--- src/rtl/wbt_pkg.sv ---
package wbt_pkg;
    typedef enum logic [2:0] {
        ST_IDLE,
        ST_HOLD_LOW,
        ST_FLOAT,
        ST_SPEEDUP,
        ST_RECOVER
    } wbt_state_e;
endpackage

--- src/rtl/wbt_sync.sv ---
module wbt_sync #(
    parameter int STAGES    = 2,
    parameter bit RESET_VAL = 1'b1
) (
    input  logic clk,
    input  logic rst_n,
    input  logic d,
    output logic q
);
    logic [STAGES-1:0] chain;

    always_ff @(posedge clk or negedge rst_n) begin
        if (!rst_n) begin
            chain <= {STAGES{RESET_VAL}};
        end else begin
            chain <= {chain[STAGES-2:0], d};
        end
    end

    assign q = chain[STAGES-1];
endmodule

--- src/rtl/wbt_edge.sv ---
module wbt_edge (
    input  logic clk,
    input  logic rst_n,
    input  logic enable,
    input  logic line_s,
    output logic start
);
    logic line_d;
    logic armed;

    assign start = enable & armed & ~line_s & ~line_d;

    always_ff @(posedge clk or negedge rst_n) begin
        if (!rst_n) begin
            line_d <= 1'b1;
            armed  <= 1'b0;
        end else begin
            line_d <= line_s;
            if (!enable) begin
                armed <= 1'b0;
            end else if (line_s) begin
                armed <= 1'b1;
            end else if (start) begin
                armed <= 1'b0;
            end
        end
    end


    start_needs_low_chk: assert property (@(posedge clk) disable iff (!rst_n)
        start |-> !line_s && !$past(line_s));
endmodule

--- src/rtl/wbt_holding.sv ---
module wbt_holding (
    input  logic clk,
    input  logic rst_n,
    input  logic tx_valid,
    input  logic tx_bit,
    input  logic consume,
    output logic tx_ready,
    output logic avail,
    output logic bit_out
);
    logic have;
    logic held;
    logic accept;

    assign accept   = tx_valid & ~have;
    assign tx_ready = ~have;
    assign avail    = have;
    assign bit_out  = have ? held : 1'b1;

    always_ff @(posedge clk or negedge rst_n) begin
        if (!rst_n) begin
            have <= 1'b0;
            held <= 1'b1;
        end else if (accept) begin
            have <= 1'b1;
            held <= tx_bit;
        end else if (consume) begin
            have <= 1'b0;
        end
    end


    accept_fills_chk: assert property (@(posedge clk) disable iff (!rst_n)
        tx_valid && tx_ready |=> !tx_ready);

    consume_frees_chk: assert property (@(posedge clk) disable iff (!rst_n)
        consume && !tx_ready |=> tx_ready);
endmodule

--- src/rtl/wbt_fsm.sv ---
module wbt_fsm
    import wbt_pkg::*;
#(
    parameter int ZERO_LOW_CYCLES = 13,
    parameter int ONE_PULSE_DELAY = 7
) (
    input  logic clk,
    input  logic rst_n,
    input  logic start,
    input  logic send_bit,
    input  logic bit_avail,
    output logic drive_low,
    output logic drive_high,
    output logic busy,
    output logic underrun,
    output logic idle
);
    localparam int MAX_COUNT = (ZERO_LOW_CYCLES > ONE_PULSE_DELAY) ? ZERO_LOW_CYCLES : ONE_PULSE_DELAY;
    localparam int CW        = $clog2(MAX_COUNT + 1);
    localparam logic [CW-1:0] ZERO_LAST = CW'(ZERO_LOW_CYCLES - 1);
    localparam logic [CW-1:0] ONE_LAST  = CW'(ONE_PULSE_DELAY - 1);

    wbt_state_e    state;
    logic [CW-1:0] cnt;
    logic          und_q;

    always_ff @(posedge clk or negedge rst_n) begin
        if (!rst_n) begin
            state <= ST_IDLE;
            cnt   <= '0;
            und_q <= 1'b0;
        end else begin
            unique case (state)
                ST_IDLE: begin
                    cnt <= '0;
                    if (start) begin
                        und_q <= ~bit_avail;
                        state <= send_bit ? ST_FLOAT : ST_HOLD_LOW;
                    end
                end
                ST_HOLD_LOW: begin
                    if (cnt == ZERO_LAST) begin
                        state <= ST_SPEEDUP;
                    end else begin
                        cnt <= cnt + 1'b1;
                    end
                end
                ST_FLOAT: begin
                    if (cnt == ONE_LAST) begin
                        state <= ST_SPEEDUP;
                    end else begin
                        cnt <= cnt + 1'b1;
                    end
                end
                ST_SPEEDUP: begin
                    state <= ST_RECOVER;
                end
                ST_RECOVER: begin
                    und_q <= 1'b0;
                    state <= ST_IDLE;
                end
                default: state <= ST_IDLE;
            endcase
        end
    end

    always_comb begin
        drive_low  = 1'b0;
        drive_high = 1'b0;
        busy       = 1'b1;
        idle       = 1'b0;
        unique case (state)
            ST_IDLE: begin
                busy = 1'b0;
                idle = 1'b1;
            end
            ST_HOLD_LOW: drive_low  = 1'b1;
            ST_FLOAT:    drive_low  = 1'b0;
            ST_SPEEDUP:  drive_high = 1'b1;
            ST_RECOVER:  drive_high = 1'b0;
            default: begin
                busy = 1'b0;
                idle = 1'b1;
            end
        endcase
    end

    assign underrun = und_q;

    logic [CW:0] low_run;
    always_ff @(posedge clk or negedge rst_n) begin
        if (!rst_n) begin
            low_run <= '0;
        end else begin
            low_run <= drive_low ? low_run + 1'b1 : '0;
        end
    end


    start_to_busy_chk: assert property (@(posedge clk) disable iff (!rst_n)
        start |=> busy);

    no_start_busy_chk: assert property (@(posedge clk) disable iff (!rst_n)
        busy |-> !start);

    low_len_max_chk: assert property (@(posedge clk) disable iff (!rst_n)
        drive_low |-> low_run < (CW+1)'(ZERO_LOW_CYCLES));

    low_len_exact_chk: assert property (@(posedge clk) disable iff (!rst_n)
        $fell(drive_low) |-> low_run == (CW+1)'(ZERO_LOW_CYCLES));

    drive_excl_chk: assert property (@(posedge clk) disable iff (!rst_n)
        !(drive_low && drive_high));

    pulse_single_chk: assert property (@(posedge clk) disable iff (!rst_n)
        drive_high |=> !drive_high);

    pulse_after_low_chk: assert property (@(posedge clk) disable iff (!rst_n)
        $fell(drive_low) |-> drive_high);

    pulse_then_busy_chk: assert property (@(posedge clk) disable iff (!rst_n)
        drive_high |=> busy);

    busy_end_chk: assert property (@(posedge clk) disable iff (!rst_n)
        $fell(busy) |-> $past(drive_high, 2));

    underrun_in_slot_chk: assert property (@(posedge clk) disable iff (!rst_n)
        underrun |-> busy);
endmodule

--- src/rtl/wire_bit_tx.sv ---
module wire_bit_tx #(
    parameter int SYNC_STAGES     = 2,
    parameter int ZERO_LOW_CYCLES = 13,
    parameter int ONE_PULSE_DELAY = 7
) (
    input  logic clk,
    input  logic rst_n,
    input  logic pin_in,
    input  logic tx_valid,
    input  logic tx_bit,
    output logic tx_ready,
    output logic drive_low,
    output logic drive_high,
    output logic busy,
    output logic underrun
);
    logic line_s;
    logic start;
    logic idle;
    logic avail;
    logic send_bit;

    wbt_sync #(.STAGES(SYNC_STAGES), .RESET_VAL(1'b1)) u_sync (
        .clk   (clk),
        .rst_n (rst_n),
        .d     (pin_in),
        .q     (line_s)
    );

    wbt_edge u_edge (
        .clk    (clk),
        .rst_n  (rst_n),
        .enable (idle),
        .line_s (line_s),
        .start  (start)
    );

    wbt_holding u_hold (
        .clk      (clk),
        .rst_n    (rst_n),
        .tx_valid (tx_valid),
        .tx_bit   (tx_bit),
        .consume  (start),
        .tx_ready (tx_ready),
        .avail    (avail),
        .bit_out  (send_bit)
    );

    wbt_fsm #(
        .ZERO_LOW_CYCLES (ZERO_LOW_CYCLES),
        .ONE_PULSE_DELAY (ONE_PULSE_DELAY)
    ) u_fsm (
        .clk        (clk),
        .rst_n      (rst_n),
        .start      (start),
        .send_bit   (send_bit),
        .bit_avail  (avail),
        .drive_low  (drive_low),
        .drive_high (drive_high),
        .busy       (busy),
        .underrun   (underrun),
        .idle       (idle)
    );
endmodule

--- config.mk ---
export PLATFORM = sky130hd
export DESIGN_NAME = wire_bit_tx
export DESIGN_NICKNAME = d
export VERILOG_FILES = /design/src/rtl/wbt_pkg.sv /design/src/rtl/wbt_sync.sv /design/src/rtl/wbt_edge.sv /design/src/rtl/wbt_holding.sv /design/src/rtl/wbt_fsm.sv /design/src/rtl/wire_bit_tx.sv
export SDC_FILE = /design/constraint.sdc
export NUM_CORES = 1
export LEC_CHECK = 0
export ABC_AREA = 1
export BUFFER_PORTS_ARGS = -buffer_cell sky130_fd_sc_hd__buf_2
export CAP_MARGIN = 10
export CORE_MARGIN = 2
export CORE_UTILIZATION = 25
export DETAILED_ROUTE_END_ITERATION = 10
export GPL_ROUTABILITY_DRIVEN = 0
export HOLD_SLACK_MARGIN = 0.1
export PLACE_DENSITY = 0.39
export SYNTH_ARGS = -nofsm -noshare
export SYNTH_HDL_FRONTEND = slang
export SYNTH_SLANG_ARGS = --single-unit
--- constraint.sdc ---
create_clock -name clk -period 1.38 [get_ports clk]
set_input_delay 0.276 -clock clk [delete_from_list [all_inputs] [get_ports clk]]
set_output_delay 0.276 -clock clk [all_outputs]
set_load 0.02 [all_outputs]
==> run_results.csv <==
group,metric,value,unit
die,die_area,3420,um^2
pwr,vdd_drop_max,1.15,mV
yosys,syn_area,742,um^2
hold_path,hold_path_depth,3,
detailed_routing,wl_per_cell,10.3,um
clocking,root_buffer,"clkbuf_4",
yosys,synth-main-ff-cell,"dfrtp_1",
pwr,leakagePower,0.578,nW
pwr,p_sw,0.939,mW
pwr,seq_power_share,31.2,%
layout,drive_above_1_share,33.1,%
critical_path,critPathKind,"flip-flop to output port",
pwr,intPower,1.29,mW
die,dieHeight,58.5,um
global_route,grt_usage,10.7,%
detailed_routing,dr.first_iter.drc_count,11,
detailed_routing,routed_wl,1620,um
sta,worstMarginPinSlew,0.326,ns
critical_path,reg2reg_from,"u_fsm.state[1]",
detailed_routing,firstDrtPassIters,4,
placement,dp_hpwl,1160,um
critical_path,crit_path_start_kind,"flip-flop",
die,initial_core_util,26.7,%
yosys,ys_async_sr_fraction,100,%
job,maxCapViolations,0,
critical_path,critPathArrivalTime,1.15,ns
sta,final_max_slew_viol_count,0,
sta,finalCritPeriodShare,104,%
global_route,grt_pass1_wl,2840,um
yosys,syn_inst,100,
yosys,syn_nets,108,
critical_path,worstSetupStartpoint,"u_fsm.state[0]",
global_route,grt_pass1_vias,651,
yosys,synth_edf_count,0,
sta,rsz0062_at_grt,"yes",
critical_path,end_kind,"output port",
pwr,combPwrFrac,55.2,%
yosys,synth.avg_cell_area,7.42,um^2
sta,slew_headroom,78.3,%
outcome,outcome,"finished, violations left",
detailed_routing,drc,0,
sta,fmax,700,MHz
detailed_routing,viasPerCell,4.31,
outcome,violations,"setup timing",
yosys,ys_ff_latch,14,
critical_path,worst_path_largest_cell_delay,0.47,ns
hold_path,holdCritPathClass,"input pin to flip-flop",
critical_path,critPathRequiredTime,1.10,ns
sta,skew,0.00280,ns
critical_path,ff2ff_setup_slack,0.11,ns
global_route,grt_overflow,0,
die,num_rows,19,
clocking,cts_sinks,14,
yosys,synth_top_cell_area_share,33.7,%
sta,setup_viol,3,
pwr,power.density,2160,nW/um^2
sta,hold_viol_final,0,
clocking,cts_buffer_depth,2,
critical_path,rr_worst_depth,8,
yosys,yosys.area.top_type,"dfrtp_1",
critical_path,slowest_stage,"dfrtp_2",
clocking,clk_pin_slew,0.09,ns
placement,dp_slack,0.141,ns
clocking,ctsHtreeMaxLevel,1,
placement,io_buffers,9,
clocking,clk_latency,0.28,ns
layout,fin_nets,136,
detailed_routing,ant_nets,0,
yosys,ys_warn_count,0,
detailed_routing,vias,681,
yosys,ys_top_cells_by_area,"dfrtp_1 (34%), nand2_1 (19%), dfstp_2 (14%), nor2_1 (7.1%), inv_1 (5.6%)",
sta,fin_ws,-0.0490,ns
pwr,switching_share,42.1,%
die,fp.dieW,58.5,um
clocking,numCtsBuffers,3,
hold_path,hp-start,"tx_bit",
critical_path,worstReg2RegEnd,"u_fsm.cnt[3]",
layout,finalInstanceArea,1030,um^2
global_route,grt_max_degree,15,
yosys,yosysUniqueCellTypes,16,
layout,syn_to_final_growth,38.8,%
hold_path,min_to,"u_hold.held",
clocking,cts_tree,"yes",
die,io_pins,10,
pwr,power.total,2.23,mW
pwr,p_clk_share,13.6,%
global_route,antenna_found_initial,0,
critical_path,cp_cell_sequence,"nor2_4, nand2_2, nand3_2, buf_6",
critical_path,cp_max_fo,4,
sta,fin_setup_tns,-0.0830,ns
sta,layout_min_cycle_time,1.43,ns
placement,place_area,843,um^2
die,design.core.area,2780,um^2
yosys,seq_area_frac_synth,47.9,%
layout,insertedDiodeCount,0,
-- registers in the layout, indices dropped and copies added, names as in the netlist --
name / count
u_fsm.underrun: 1
u_hold.held: 1
u_edge.armed: 1
u_sync.chain: 2
u_edge.line_d: 1
u_fsm.state: 3
u_hold.avail: 1
u_fsm.cnt: 4
-- cells by family (layout without fill, tap and decap cells) --
family,after synthesis,after routing,synth area share (%)
AOI/OAI and AO/OA,6,6,4.05
xor gates and xnor gates,1,1,1.18
adders and majority gates,3,3,5.06
buffers and inverters,13,40,6.74
DFF,14,14,47.9
and+or+nand+nor,63,63,35.1
-- layout make-up --
class / count / area, um^2
Clock buffer: 4 / 36.3
Fill cell: 295 / 1750
Inverter: 12 / 45.0
Multi-Input combinational cell: 73 / 370
Sequential cell: 14 / 358
Tap cell: 31 / 38.8
Timing Repair Buffer: 24 / 181
-- cell usage after synthesis (3+ instances only) --
| cell | count |
|---|---|
| ha_1 | 3 |
| dfstp_2 | 4 |
| dfrtp_1 | 10 |
| a21oi_1 | 3 |
| inv_1 | 11 |
| nand3_1 | 7 |
| o21ai_0 | 3 |
| nand2_1 | 38 |
| nor2_1 | 14 |
-- metrics by stage --
stage	std cells	util (%)	hold slack, ns
CTS	156	35.4	0.218
global placement	142	30.3	0.204
finish	158	37.0	0.222
global route	158	37.0	0.252
floorplan	100	-	-0.0196
detailed placement	142	30.3	0.204
-- per-layer routing --
metal	routed length [um]	GRT usage (%)	vias up
li1	-	-	362
met1	771	13.7	304
met2	767	18.3	15
met3	84	4.18	0
met4	0	0	0
met5	0	0	-
-- placed cells by master (no fill, tap or decap) --
| cell type | n |
|---|---|
| nand4_1 | 1 |
| nor2_1 | 13 |
| xor2_1 | 1 |
| nand2_1 | 36 |
| inv_1 | 10 |
| buf_6 | 3 |
| clkbuf_8 | 1 |
| ha_1 | 2 |
| dlygate4sd3_1 | 2 |
| dfrtp_1 | 8 |
| buf_4 | 13 |
| nand3b_4 | 1 |
| inv_2 | 2 |
| nand2_2 | 3 |
| nand3_2 | 1 |
| dfrtp_2 | 2 |
| nor2_4 | 2 |
| buf_2 | 6 |
| a21oi_1 | 3 |
| clkbuf_4 | 3 |
| nand3_1 | 6 |
| dfstp_2 | 4 |
| o21ai_0 | 3 |
| ha_2 | 1 |
-- power by group through the flow --
| stage | Sequential [mW] | Clock [mW] | Combinational [mW] |
|---|---|---|---|
| after global routing | 0.719 | 0.335 | 1.37 |
| after floorplan | 0.676 | 0 | 0.630 |
| after detailed placement | 0.683 | 0 | 0.913 |
| final | 0.696 | 0.303 | 1.23 |
| after CTS | 0.664 | 0.321 | 1.15 |
| after global placement | 0.681 | 0 | 0.924 |
-- worst max-delay path, delay by kind of cell, from the launching register on --
family / cells / cell delay (ns)
DFF: 1 / 0.47
and+or+nand+nor: 3 / 0.29
buffers and inverters: 1 / 0.12
-- what timing repair did --
action,in CTS,in global routing
endpoints found under the setup margin,3,6
hold endpoints to repair,11,0
hold buffers,2,0
setup buffers,8,2
gates resized for setup,7,10
pin swaps,2,1
-- worst max-delay path by stage --
stage / to / slack, ns / depth (start not counted)
2_1_floorplan: u_fsm.state[1] / 0.16 / 8
3_3_place_gp: busy / 0.11 / 4
4_1_cts: busy / -0.09 / 4
3_5_place_dp: busy / 0.14 / 4
6_report: busy / -0.05 / 4
5_1_grt: busy / -0.09 / 4
Note: power is estimated with default switching activity, not from simulation.
